<file path="src/rtl/xfp_cmp_pkg.sv">
package xfp_cmp_pkg;

    typedef enum logic [2:0] {
        CL_ZERO,
        CL_DENORM,
        CL_NORMAL,
        CL_INF,
        CL_QNAN,
        CL_SNAN,
        CL_UNSUP
    } xfp_class_e;

    typedef enum logic [1:0] {
        REL_GT,
        REL_LT,
        REL_EQ,
        REL_UN
    } xfp_rel_e;

    localparam logic [2:0] FLAGS_GT = 3'b000;
    localparam logic [2:0] FLAGS_LT = 3'b001;
    localparam logic [2:0] FLAGS_EQ = 3'b100;
    localparam logic [2:0] FLAGS_UN = 3'b111;

endpackage

</file>
<file path="src/rtl/xfp_classify.sv">
module xfp_classify
    import xfp_cmp_pkg::*;
#(
    parameter  int EXP_W = 15,
    parameter  int MAN_W = 64,
    localparam int FMT_W = 1 + EXP_W + MAN_W
) (
    input  logic [FMT_W-1:0] op_i,
    output xfp_class_e       cls_o,
    output logic             sign_o,
    output logic [EXP_W-1:0] eff_exp_o,
    output logic [MAN_W-1:0] mant_o
);

    localparam int QBIT = MAN_W - 2;

    logic [EXP_W-1:0] exp_f;
    logic [MAN_W-1:0] man_f;
    logic             int_bit;
    logic             frac_nz;

    always_comb begin
        exp_f   = op_i[FMT_W-2 -: EXP_W];
        man_f   = op_i[MAN_W-1:0];
        int_bit = man_f[MAN_W-1];
        frac_nz = |man_f[MAN_W-2:0];
        sign_o  = op_i[FMT_W-1];
        mant_o  = man_f;
        // exponent 0 scales like exponent 1 (denormal and pseudo-denormal)
        eff_exp_o = (exp_f == '0) ? EXP_W'(1) : exp_f;

        if (exp_f == '0) begin
            cls_o = (man_f == '0) ? CL_ZERO : CL_DENORM;
        end else if (!int_bit) begin
            cls_o = CL_UNSUP;
        end else if (exp_f == '1) begin
            if (!frac_nz) begin
                cls_o = CL_INF;
            end else if (man_f[QBIT]) begin
                cls_o = CL_QNAN;
            end else begin
                cls_o = CL_SNAN;
            end
        end else begin
            cls_o = CL_NORMAL;
        end
    end

endmodule

</file>
<file path="src/rtl/xfp_order.sv">
module xfp_order
    import xfp_cmp_pkg::*;
#(
    parameter  int EXP_W = 15,
    parameter  int MAN_W = 64,
    localparam int KEY_W = EXP_W + MAN_W
) (
    input  xfp_class_e       cls_a_i,
    input  logic             sign_a_i,
    input  logic [EXP_W-1:0] exp_a_i,
    input  logic [MAN_W-1:0] mant_a_i,
    input  xfp_class_e       cls_b_i,
    input  logic             sign_b_i,
    input  logic [EXP_W-1:0] exp_b_i,
    input  logic [MAN_W-1:0] mant_b_i,
    output xfp_rel_e         rel_o
);

    logic [KEY_W-1:0] key_a;
    logic [KEY_W-1:0] key_b;
    logic             unord;
    logic             mag_gt;
    logic             a_above;

    always_comb begin
        key_a  = {exp_a_i, mant_a_i};
        key_b  = {exp_b_i, mant_b_i};
        unord  = (cls_a_i inside {CL_QNAN, CL_SNAN, CL_UNSUP}) ||
                 (cls_b_i inside {CL_QNAN, CL_SNAN, CL_UNSUP});
        mag_gt = key_a > key_b;
        a_above = sign_a_i ? !mag_gt : mag_gt;

        if (unord) begin
            rel_o = REL_UN;
        end else if (cls_a_i == CL_ZERO && cls_b_i == CL_ZERO) begin
            rel_o = REL_EQ;
        end else if (sign_a_i != sign_b_i) begin
            rel_o = sign_a_i ? REL_LT : REL_GT;
        end else if (key_a == key_b) begin
            rel_o = REL_EQ;
        end else begin
            rel_o = a_above ? REL_GT : REL_LT;
        end
    end

endmodule

</file>
<file path="src/rtl/xfp_stack_step.sv">
module xfp_stack_step #(
    parameter  int STACK_DEPTH = 8,
    localparam int PTR_W       = $clog2(STACK_DEPTH)
) (
    input  logic [PTR_W-1:0]       top_i,
    input  logic [STACK_DEPTH-1:0] tag_valid_i,
    input  logic [PTR_W-1:0]       slot_idx_i,
    input  logic                   do_pop_i,
    output logic                   slot0_full_o,
    output logic                   sloti_full_o,
    output logic [PTR_W-1:0]       top_o,
    output logic [STACK_DEPTH-1:0] tag_valid_o
);

    logic [PTR_W-1:0] phys_i;

    assign phys_i       = top_i + slot_idx_i;
    assign slot0_full_o = tag_valid_i[top_i];
    assign sloti_full_o = tag_valid_i[phys_i];
    assign top_o        = do_pop_i ? top_i + PTR_W'(1) : top_i;

    for (genvar s = 0; s < STACK_DEPTH; s++) begin : g_slot
        assign tag_valid_o[s] = tag_valid_i[s] && !(do_pop_i && top_i == PTR_W'(s));
    end

endmodule

</file>
<file path="src/rtl/xfp_compare_unit.sv">
module xfp_compare_unit
    import xfp_cmp_pkg::*;
#(
    parameter  int EXP_W       = 15,
    parameter  int MAN_W       = 64,
    parameter  int STACK_DEPTH = 8,
    localparam int FMT_W       = 1 + EXP_W + MAN_W,
    localparam int PTR_W       = $clog2(STACK_DEPTH)
) (
    input  logic                   clk_i,
    input  logic                   rst_ni,
    input  logic                   cmp_valid_i,
    input  logic                   signal_mode_i,
    input  logic                   pop_req_i,
    input  logic                   inv_mask_i,
    input  logic [FMT_W-1:0]       src0_i,
    input  logic [FMT_W-1:0]       srci_i,
    input  logic [PTR_W-1:0]       slot_idx_i,
    input  logic [PTR_W-1:0]       top_i,
    input  logic [STACK_DEPTH-1:0] tag_valid_i,
    output logic                   done_o,
    output logic                   zf_o,
    output logic                   pf_o,
    output logic                   cf_o,
    output logic                   of_o,
    output logic                   sf_o,
    output logic                   af_o,
    output logic                   c1_o,
    output logic                   inv_exc_o,
    output logic                   stk_exc_o,
    output logic [PTR_W-1:0]       top_o,
    output logic [STACK_DEPTH-1:0] tag_valid_o
);

    typedef struct packed {
        logic                   done;
        logic [2:0]             flags;
        logic [3:0]             misc;
        logic                   inv;
        logic                   stk;
        logic [PTR_W-1:0]       top;
        logic [STACK_DEPTH-1:0] tags;
    } cmp_state_t;

    cmp_state_t st_d, st_q;

    xfp_class_e       cls_a, cls_b;
    logic             sign_a, sign_b;
    logic [EXP_W-1:0] exp_a, exp_b;
    logic [MAN_W-1:0] mant_a, mant_b;
    xfp_rel_e         rel;

    logic             slot0_full, sloti_full;
    logic             underflow, any_nan, any_snan, any_unsup;
    logic             invalid, excp, blocked, do_pop;
    logic [PTR_W-1:0]       top_nx;
    logic [STACK_DEPTH-1:0] tags_nx;

    xfp_classify #(.EXP_W(EXP_W), .MAN_W(MAN_W)) i_cls_a (
        .op_i      (src0_i),
        .cls_o     (cls_a),
        .sign_o    (sign_a),
        .eff_exp_o (exp_a),
        .mant_o    (mant_a)
    );

    xfp_classify #(.EXP_W(EXP_W), .MAN_W(MAN_W)) i_cls_b (
        .op_i      (srci_i),
        .cls_o     (cls_b),
        .sign_o    (sign_b),
        .eff_exp_o (exp_b),
        .mant_o    (mant_b)
    );

    xfp_order #(.EXP_W(EXP_W), .MAN_W(MAN_W)) i_order (
        .cls_a_i  (cls_a),
        .sign_a_i (sign_a),
        .exp_a_i  (exp_a),
        .mant_a_i (mant_a),
        .cls_b_i  (cls_b),
        .sign_b_i (sign_b),
        .exp_b_i  (exp_b),
        .mant_b_i (mant_b),
        .rel_o    (rel)
    );

    // exception decision: underflow takes precedence over operand checks
    always_comb begin
        underflow = !slot0_full || !sloti_full;
        any_nan   = (cls_a inside {CL_QNAN, CL_SNAN}) || (cls_b inside {CL_QNAN, CL_SNAN});
        any_snan  = (cls_a == CL_SNAN) || (cls_b == CL_SNAN);
        any_unsup = (cls_a == CL_UNSUP) || (cls_b == CL_UNSUP);
        invalid   = !underflow && (signal_mode_i ? (any_nan || any_unsup)
                                                 : (any_snan || any_unsup));
        excp      = underflow || invalid;
        blocked   = excp && !inv_mask_i;
        do_pop    = pop_req_i && !blocked;
    end

    xfp_stack_step #(.STACK_DEPTH(STACK_DEPTH)) i_stack (
        .top_i        (top_i),
        .tag_valid_i  (tag_valid_i),
        .slot_idx_i   (slot_idx_i),
        .do_pop_i     (do_pop),
        .slot0_full_o (slot0_full),
        .sloti_full_o (sloti_full),
        .top_o        (top_nx),
        .tag_valid_o  (tags_nx)
    );

    always_comb begin
        st_d      = st_q;
        st_d.done = cmp_valid_i;
        st_d.inv  = 1'b0;
        st_d.stk  = 1'b0;
        if (cmp_valid_i) begin
            st_d.misc = '0;
            st_d.inv  = invalid;
            st_d.stk  = underflow;
            st_d.top  = top_nx;
            st_d.tags = tags_nx;
            if (excp) begin
                if (inv_mask_i) begin
                    st_d.flags = FLAGS_UN;
                end
            end else begin
                unique case (rel)
                    REL_GT:  st_d.flags = FLAGS_GT;
                    REL_LT:  st_d.flags = FLAGS_LT;
                    REL_EQ:  st_d.flags = FLAGS_EQ;
                    default: st_d.flags = FLAGS_UN;
                endcase
            end
        end
    end

    always_ff @(posedge clk_i or negedge rst_ni) begin
        if (!rst_ni) begin
            st_q <= '0;
        end else begin
            st_q <= st_d;
        end
    end

    assign done_o      = st_q.done;
    assign zf_o        = st_q.flags[2];
    assign pf_o        = st_q.flags[1];
    assign cf_o        = st_q.flags[0];
    assign of_o        = st_q.misc[3];
    assign sf_o        = st_q.misc[2];
    assign af_o        = st_q.misc[1];
    assign c1_o        = st_q.misc[0];
    assign inv_exc_o   = st_q.inv;
    assign stk_exc_o   = st_q.stk;
    assign top_o       = st_q.top;
    assign tag_valid_o = st_q.tags;

endmodule

</file>
<file path="config.mk">
export PLATFORM = sky130hd
export DESIGN_NAME = xfp_compare_unit
export DESIGN_NICKNAME = d
export VERILOG_FILES = /design/src/rtl/xfp_cmp_pkg.sv /design/src/rtl/xfp_classify.sv /design/src/rtl/xfp_order.sv /design/src/rtl/xfp_stack_step.sv /design/src/rtl/xfp_compare_unit.sv
export SDC_FILE = /design/constraint.sdc
export NUM_CORES = 1
export LEC_CHECK = 0
export BUFFER_PORTS_ARGS = -buffer_cell sky130_fd_sc_hd__buf_2
export CORE_ASPECT_RATIO = 1.5
export CORE_MARGIN = 2
export CORE_UTILIZATION = 30
export DETAILED_ROUTE_END_ITERATION = 10
export GPL_TIMING_DRIVEN = 1
export SLEW_MARGIN = 20
export SYNTH_ARGS = -nofsm -noshare
export SYNTH_HDL_FRONTEND = slang
export SYNTH_SLANG_ARGS = --single-unit
</file>
<file path="constraint.sdc">
create_clock -name clk_i -period 1.5 [get_ports clk_i]
set_input_delay 0 -clock clk_i [delete_from_list [all_inputs] [get_ports clk_i]]
set_output_delay 0 -clock clk_i [all_outputs]
set_load 0.02 [all_outputs]
</file>
==> results of run 1 <==
==> power breakdown <==
group	switching, uW	internal, uW
sequential	29.7	509
clock	173	361
combinational	833	877
==> placed cells by master (no fill, tap or decap), types with 3 or more instances in the layout <==
cell type | synthesis | routed
ha_1 | 86 | 85
buf_8 | 0 | 3
nand4_1 | 33 | 33
nand2b_1 | 5 | 3
buf_4 | 4 | 168
nand3_1 | 9 | 7
mux4_2 | 4 | 4
clkbuf_16 | 0 | 3
nand2_1 | 19 | 17
buf_6 | 0 | 18
mux2i_1 | 12 | 12
a31oi_4 | 1 | 6
o21ai_0 | 13 | 10
nor3_1 | 11 | 10
nor4_1 | 39 | 16
a211oi_1 | 5 | 5
buf_2 | 1 | 181
conb_1 | 1 | 4
a21o_1 | 10 | 10
dfrtp_1 | 17 | 17
a21oi_1 | 30 | 26
o21ai_1 | 2 | 4
inv_1 | 85 | 85
nor2_1 | 14 | 13
diode_2 | 0 | 3
nor4_2 | 3 | 13
a21oi_2 | 0 | 4
nor4_4 | 0 | 13
==> state kept, by name (all words and copies together) (netlist names) <==
signal	cells
cf_o	1
done_o	1
inv_exc_o	1
pf_o	1
stk_exc_o	1
tag_valid_o	8
top_o	3
zf_o	1
==> critical path, cell delays in order <==
cell and delay, ns:
buf_6 0.10, nor4_4 0.28, buf_4 0.16, nand4_1 0.18, o41ai_4 0.47, o21ai_4 0.10
a211oi_2 0.24, buf_4 0.16, a31oi_4 0.10, nor2_4 0.17, mux2_4 0.31
==> layer usage <==
layer  up-vias  wire length, microns
li1       2411                     -
met1      2324                  5407
met2       187                  8566
met3        42                   651
met4         0                   597
met5         -                     0
==> stage by stage <==
| stage | hold slack [ns] | util (%) | total power [uW] | area, sq um |
|---|---|---|---|---|
| detailed placement | -0.04757 | 51.28 | 2063 | 5944 |
| global route | 0.1007 | 57.59 | 2987 | 6675 |
| CTS | 0.05604 | 54.99 | 2712 | 6374 |
| global placement | -0.05451 | 51.28 | 2017 | 5944 |
| floorplan | -0.2956 | - | 1197 | 3651 |
| finish | 0.08377 | 57.59 | 2783 | 6675 |
==> repair_timing <==
item                                    CTS  global route
hold buffers                              2             0
buffers inserted                          7             6
endpoints found under the setup margin   15            15
pin swaps                                24            25
gates resized for setup                  46            44
endpoints found under the hold margin    18             0
gates cloned                              1             0
==> final cells by class <==
cell class              instances  area, sq um
diodes                          3        7.507
clock buffers                   4        78.83
fillers                      1057         4916
inverters                      85        319.1
multi-input cells             340         3222
flip-flops and latches         17        425.4
well taps                     150        187.7
repair buffers                372         2435
==> path summary, 6_finish.rpt <==
| path | from | endpoint | slack, ns | cells past startpoint |
|---|---|---|---|---|
| worst min-delay path | src0_i[79] | cf_o | 0.08 | 3 |
| worst min register to register | zf_o | zf_o | 0.50 | 2 |
| min in group asynchronous | rst_ni | stk_exc_o | 0.21 | 2 |
| worst max-delay path | src0_i[13] | top_o[1] | -0.65 | 11 |
| max in group asynchronous | rst_ni | tag_valid_o[7] | 1.00 | 2 |
| worst max register to register | top_o[1] | top_o[1] | 0.46 | 2 |
==> cell families (layout without fill, tap and decap cells) <==
| logic type | after synthesis | in the layout | synth area share, % |
|---|---|---|---|
| AO/OA/AOI/OAI | 85 | 85 | 15.59 |
| XOR/XNOR | 1 | 1 | 0.2453 |
| adder cells (fa/ha/maj) | 87 | 87 | 30.69 |
| buffers and inverters | 105 | 461 | 11.49 |
| flip-flops | 17 | 17 | 11.91 |
| multiplexers | 19 | 19 | 6.833 |
| other | 1 | 7 | 0.1050 |
| AND/OR/NAND/NOR | 144 | 144 | 23.13 |
==> flow_summary.yaml, run 1 <==
run_status:
  status: "finished with violations"
  violations: "setup timing"
die:
  core.rowCount: 48
  ios: 201
  die_area_sq_um: 12810
  design.core.area_sq_um: 11590
  dieWidth_microns: 93.08
  die_y_microns: 137.6
  start_util_pct: 30.81
placed_design:
  place_hpwl_microns: 13040
  globalplace.congestion: 0.9368
  port_buffers: 196
  dp_cells: 950
  pre_cts_ws_ns: -1.049
global_routing:
  grt_use_met3_pct: 2.298
  grt_pass1_wl_microns: 23320
  grt_max_degree: 18
  antenna_found_initial: 3
  gr-usage-all-layers_pct: 22.77
  grt_busiest_layer: "met2"
  grt_overflow: 0
  grt_pass1_vias: 5121
  grt_use_met1_pct: 22.51
  gr-usage-met2_pct: 47.34
drt:
  antenna_left: 0
  post_drt_wl_per_cell_microns: 15.68
  drt_drc_violations_left: 0
  via_count: 4964
  drt_iter0_drc: 158
  dr.pass1.iters: 4
  routed_wl_microns: 15220
  via_per_inst: 5.112
yosys:
  synth.most_common_cell: "ha_1"
  synth_seq_cells: 17
  synth_top_flop_cell: "dfrtp_1"
  synth_edf_count: 0
  synth_top_area_share_pct: 30.13
  ys_warn_count: 0
  syn_avg_cell_area_sq_um: 7.780
  netlist_area_sq_um: 3571
  async_flop_share_pct: 100.0
  seq_area_frac_synth_pct: 11.91
  synthTopCellsByArea: "ha_1, dfrtp_1, inv_1, nor4_1, nand4_1"
  yosysTopAreaCell: "ha_1"
  ys_types: 51
  synth_common_cells: "ha_1, inv_1, nor4_1"
  syn_inst: 459
sta:
  slew_violations: 0
  slew-limit-headroom_pct: 65.27
  fin_skew_ns: 0
  worst_slew_pin_slew_ns: 0.5170
  hold_viol_final: 0
  fmax_mhz: 464.6
  fin_ws_ns: -0.6522
  rsz0062_at_grt: "yes"
  finalSetupTns_ns: -8.378
  setup_viol: 15
  period_share_pct: 143.5
  fin_crit_ns: 2.152
critical_path:
  start_kind: "input pin"
  crit_required_ns: 1.63
  worstPathArrival_ns: 2.28
  crit_type: "input pin to register"
  cp_max_fo: 3
  worst_setup_path_end_kind: "register"
power:
  power.leakage_uw: 0.003619
  powerDensity_nw_per_um2: 416.9
  max-vdd-ir-drop_v: 0.0003082
clocking:
  cts-htree-levels: 1
  cts.sinks: 17
  clkLatencyLatePin_ns: 0.25
  path_clk_slew_ns: 0.05
  cts_tree: "yes"
  cts.path.max_buffers: 2
  root_buffer: "clkbuf_16"
  numCtsBuffers: 3
final_layout:
  final_cells: 971
  syn2layout_area_growth_pct: 86.93
  drive_gt1_share_pct: 53.18
  finalNetCount: 1086
flow_run:
  cap_violations: 0
hold_path:
  hp-class: "input pin to register"
Note: power is estimated with default switching activity, not from simulation.
==> run 2, diff against run 1 <==
- SYNTH_HIERARCHICAL: not set -> 1
==> flow_summary.yaml, run 2 <==
run_status:
  status: "finished with violations"
  violations: "setup timing"
final_layout:
  finalNetCount: 1141
  syn2layout_area_growth_pct: 50.05
  final_cells: 1076
  largest_reg_flops: 8
  design_area_sq_um: 7258
  finish.utilization_pct: 46.25
  drive_gt1_share_pct: 59.45
  diodes: 0
  layout_commonest_cell: "buf_4"
  layout_common_cells: "buf_4, buf_2, inv_1"
clocking:
  path_clk_slew_ns: 0.05
  root_buffer: "clkbuf_16"
  numCtsBuffers: 3
  cts-htree-levels: 1
  cts.path.max_buffers: 2
  clkLatencyLatePin_ns: 0.25
  cts.sinks: 17
  cts_tree: "yes"
critical_path:
  worst_setup_path_end_kind: "register"
  crit_buf_inv: 1
  worstPathArrival_ns: 2.72
  start_kind: "input pin"
  crit_type: "input pin to register"
  critPathTopFamily: "simple AND/OR/NAND/NOR gates"
  crit_required_ns: 1.63
  path_depth: 11
  critPathSlowestCell: "or3_4"
  crit_path_cell_trace: "buf_2, nor4_1, nand4_1, o41ai_2, o211ai_1, or3_4, a221oi_2, o21a_2, and2b_2, a21boi_2, mux2_4"
  rrSetupSlack_ns: 0.72
  critPathMaxStageDelay_ns: 0.42
  r2r_cells: 1
  cp_max_fo: 5
power:
  powerDensity_nw_per_um2: 397.7
  power.leakage_uw: 0.003842
  max-vdd-ir-drop_v: 0.0005043
yosys:
  ys_warn_count: 6
  synth_common_cells: "buf_4, inv_1, ha_1"
  synth_top_area_share_pct: 22.25
  synth_edf_count: 0
  async_flop_share_pct: 100.0
  synth_seq_cells: 17
  seq_area_frac_synth_pct: 8.795
  synth.most_common_cell: "buf_4"
  syn_inst: 624
  ys_types: 60
  netlist_area_sq_um: 4837
  synthTopCellsByArea: "ha_1, buf_4, dfrtp_1, inv_1, nor4_1"
  synth_top_flop_cell: "dfrtp_1"
  syn_avg_cell_area_sq_um: 7.752
  yosysTopAreaCell: "ha_1"
drt:
  drt_iter0_drc: 169
  antenna_left: 0
  dr.pass1.iters: 4
  post_drt_wl_per_cell_microns: 14.59
  via_per_inst: 4.641
  via_count: 4994
  drt_drc_violations_left: 0
  routed_wl_microns: 15700
flow_run:
  cap_violations: 0
die:
  ios: 201
  die_y_microns: 159.5
  core.rowCount: 56
  start_util_pct: 30.82
  design.core.area_sq_um: 15700
  dieWidth_microns: 107.7
  die_area_sq_um: 17180
global_routing:
  grt_pass1_vias: 5155
  grt_max_degree: 18
  grt_pass1_wl_microns: 24450
  antenna_found_initial: 0
  grt_overflow: 0
  gr-usage-all-layers_pct: 17.70
sta:
  fmax_mhz: 386.6
  fin_ws_ns: -1.087
  period_share_pct: 172.4
  rsz0062_at_grt: "yes"
  fin_crit_ns: 2.587
  fin_skew_ns: 0
  slew_violations: 0
  hold_viol_final: 0
  setup_viol: 15
placed_design:
  dp_cells: 1063
  port_buffers: 196
  place_hpwl_microns: 13980
  globalplace.congestion: 0.8733
  dpl-instance-area_sq_um: 6739
hold_path:
  hp-class: "input pin to register"
  whs_path_depth: 3
==> run 2: cell types whose count changed in the layout (fill, tap and decap cells not counted), moves of 9 or more <==
cell / delta
buf_4: +39
ha_1: -15
ha_4: +15
inv_2: +12
nand2_1: +11
mux2_4: +10
mux2i_1: -9
==> run 2: cells by family (layout without fill, tap and decap cells) <==
logic type	Yosys count	count (layout)	share of synthesized area [%]
other	1	4	0.07753
buffers and inverters	255	501	30.21
XOR/XNOR	2	2	0.6467
flip-flops	17	17	8.795
AND/OR/NAND/NOR	146	146	18.91
AO/OA/AOI/OAI	96	96	13.11
adder cells (fa/ha/maj)	87	87	22.66
multiplexers	20	20	5.587
==> run 2: report_power, final <==
part           internal (uW)  switching [uW]
Sequential               506            25.0
Combinational            982             836
Clock                    357             181
==> run 2: layout make-up <==
type,count,area (sq um)
fillers,1598,8437
clock inverters,1,5.005
clock buffers,3,75.07
repair buffers,407,2643
inverters,90,337.8
well taps,203,254.0
multi-input cells,355,3518
flip-flops and latches,17,425.4
==> run 2: per-layer routing <==
metal | global-route usage [%] | vias to the layer above | wire length, microns
li1 | - | 2543 | -
met1 | 19.46 | 2290 | 5818
met2 | 36.39 | 151 | 9056
met3 | 1.310 | 10 | 686
met4 | 2.273 | 0 | 133
met5 | 0 | - | 0
==> run 2: worst paths after layout <==
kind,start,endpoint
min in group asynchronous,rst_ni,top_o[1]
worst max-delay path,srci_i[32],tag_valid_o[0]
worst min register to register,top_o[0],top_o[0]
worst min-delay path,cmp_valid_i,inv_exc_o
max in group asynchronous,rst_ni,tag_valid_o[5]
worst max register to register,tag_valid_o[0],tag_valid_o[0]
==> run 2: timing repair <==
item                       CTS  global route
buffers inserted             4             5
gates resized for setup     46            25
hold buffers                 1             0
setup endpoints to repair   16            16
pin swaps                   29            20
hold endpoints to repair    17             0
==> run 2: stage by stage <==
stage | setup slack, ns | setup TNS [ns] | power, uW | hold WS [ns]
finish | -1.087 | -14.77 | 2887 | 0.08473
global route | -1.220 | -16.81 | 3108 | 0.1108
CTS | -1.104 | -14.24 | 2868 | 0.08520
detailed placement | -1.655 | -21.99 | 2234 | -0.05334
global placement | -1.682 | -22.15 | 2213 | -0.05370
floorplan | -0.9053 | -10.85 | 1546 | -0.2956
==> run 3, diff against run 2 <==
- RECOVER_POWER: not set -> 25
- SLEW_MARGIN: 20 -> not set
==> flow_summary.yaml, run 3 (synthesis gave the netlist of run 2 again) <==
run_status:
  status: "finished with violations"
  violations: "setup timing"
critical_path:
  start_kind: "input pin"
  crit_type: "input pin to register"
  worst_setup_path_end_kind: "register"
  cp_max_fo: 5
  critPathMaxStageDelay_ns: 0.42
  critPathTopFamily: "simple AND/OR/NAND/NOR gates"
  critPathSlowestCell: "or3_4"
  crit_buf_inv: 1
  crit_path_cell_trace: "buf_2, nor4_1, nand4_1, o41ai_2, o211ai_1, or3_4, a221oi_2, o21a_2, and2b_2, a21boi_2, mux2_4"
  worstPathArrival_ns: 2.72
  crit_required_ns: 1.63
clocking:
  cts.path.max_buffers: 2
  path_clk_slew_ns: 0.05
  clkLatencyLatePin_ns: 0.25
  cts-htree-levels: 1
  numCtsBuffers: 3
  root_buffer: "clkbuf_16"
  cts.sinks: 17
  cts_tree: "yes"
final_layout:
  final_cells: 1076
  drive_gt1_share_pct: 59.34
  layout_commonest_cell: "buf_4"
  diodes: 0
  largest_reg_flops: 8
  layout_common_cells: "buf_4, buf_2, inv_1"
  fill_cells: 1599
  finalNetCount: 1141
  finish.utilization_pct: 46.24
  syn2layout_area_growth_pct: 50.03
die:
  die_area_sq_um: 17180
  core.rowCount: 56
  start_util_pct: 30.82
  design.core.area_sq_um: 15700
  dieWidth_microns: 107.7
  die_y_microns: 159.5
  ios: 201
drt:
  drt_drc_violations_left: 0
  via_count: 4994
  routed_wl_microns: 15690
  via_per_inst: 4.641
  post_drt_wl_per_cell_microns: 14.58
  drt_iter0_drc: 169
  dr.pass1.iters: 4
  antenna_left: 0
sta:
  period_share_pct: 172.4
  fmax_mhz: 386.6
  fin_ws_ns: -1.087
  fin_crit_ns: 2.587
  slew_violations: 0
  fin_skew_ns: 0
  worst_slew_pin_slew_ns: 0.9519
  hold_viol_final: 0
  rsz0062_at_grt: "yes"
  setup_viol: 15
  slew-limit-headroom_pct: 36.54
global_routing:
  antenna_found_initial: 0
  grt_overflow: 0
  grt_max_degree: 18
  grt_pass1_wl_microns: 24450
  grt_pass1_vias: 5155
  gr-usage-all-layers_pct: 17.70
power:
  power.leakage_uw: 0.003840
  max-vdd-ir-drop_v: 0.0005043
  powerDensity_nw_per_um2: 397.7
placed_design:
  place_hpwl_microns: 13980
  pre_cts_ws_ns: -1.655
  port_buffers: 196
  globalplace.congestion: 0.8733
  dp_cells: 1063
hold_path:
  hp-class: "input pin to register"
flow_run:
  cap_violations: 0
-- run 3: cell types whose count changed in the layout (fill, tap and decap cells not counted), sizes merged --
cell    change
buf         -1
clkbuf      +1
-- run 3: worst paths after layout --
kind	slack, ns	cells past startpoint	startpoint	end
max	-1.09	11	srci_i[32]	tag_valid_o[0]
max in group asynchronous	0.51	2	rst_ni	tag_valid_o[5]
min	0.08	3	cmp_valid_i	inv_exc_o
max reg2reg	0.72	1	tag_valid_o[0]	tag_valid_o[0]
min in group asynchronous	0.41	2	rst_ni	top_o[1]
min reg2reg	0.50	1	top_o[0]	top_o[0]
-- run 3: area by class of cell --
type,count,area [sq um],area share [%]
flip-flops and latches,17,425.4,5.862
multi-input cells,355,3518,48.48
inverters,90,337.8,4.655
repair buffers,407,2641,36.40
clock buffers,3,75.07,1.034
well taps,203,254.0,3.500
clock inverters,1,5.005,0.06897
-- run 3: timing repair --
action,CTS,global route
hold buffers,1,0
setup buffers,4,5
endpoints found under the hold margin,17,0
setup endpoints to repair,16,16
gates resized for setup,46,25
pin swaps,29,20
-- run 3: worst min-delay path: cells and delay by family --
kind                   cells  cell delay, ns
and+or+nand+nor            2            0.18
buffers and inverters      1            0.11
-- run 3: per-layer routing --
metal	GRT usage, %	vias to the layer above	routed length, microns
met5	0	-	0
met4	2.273	0	133
met3	1.310	10	686
met2	36.39	151	9056
met1	19.46	2290	5817
li1	-	2543	-
-- run 3: where the power goes --
part           switching [uW]  leakage, uW  internal, uW
Sequential               25.0     0.000194           506
Combinational             836      0.00361           982
Clock                     181    0.0000409           357
Total                    1040      0.00384          1840
-- run 3: through the flow --
step | hold WS, ns | setup TNS, ns | power [uW] | area (sq um)
detailed placement | -0.05334 | -21.99 | 2234 | 6739
global route | 0.1108 | -16.81 | 3108 | 7257
global placement | -0.05370 | -22.15 | 2213 | 6739
CTS | 0.08520 | -14.24 | 2868 | 7092
floorplan | -0.2956 | -10.85 | 1546 | 5159
finish | 0.08473 | -14.77 | 2886 | 7257
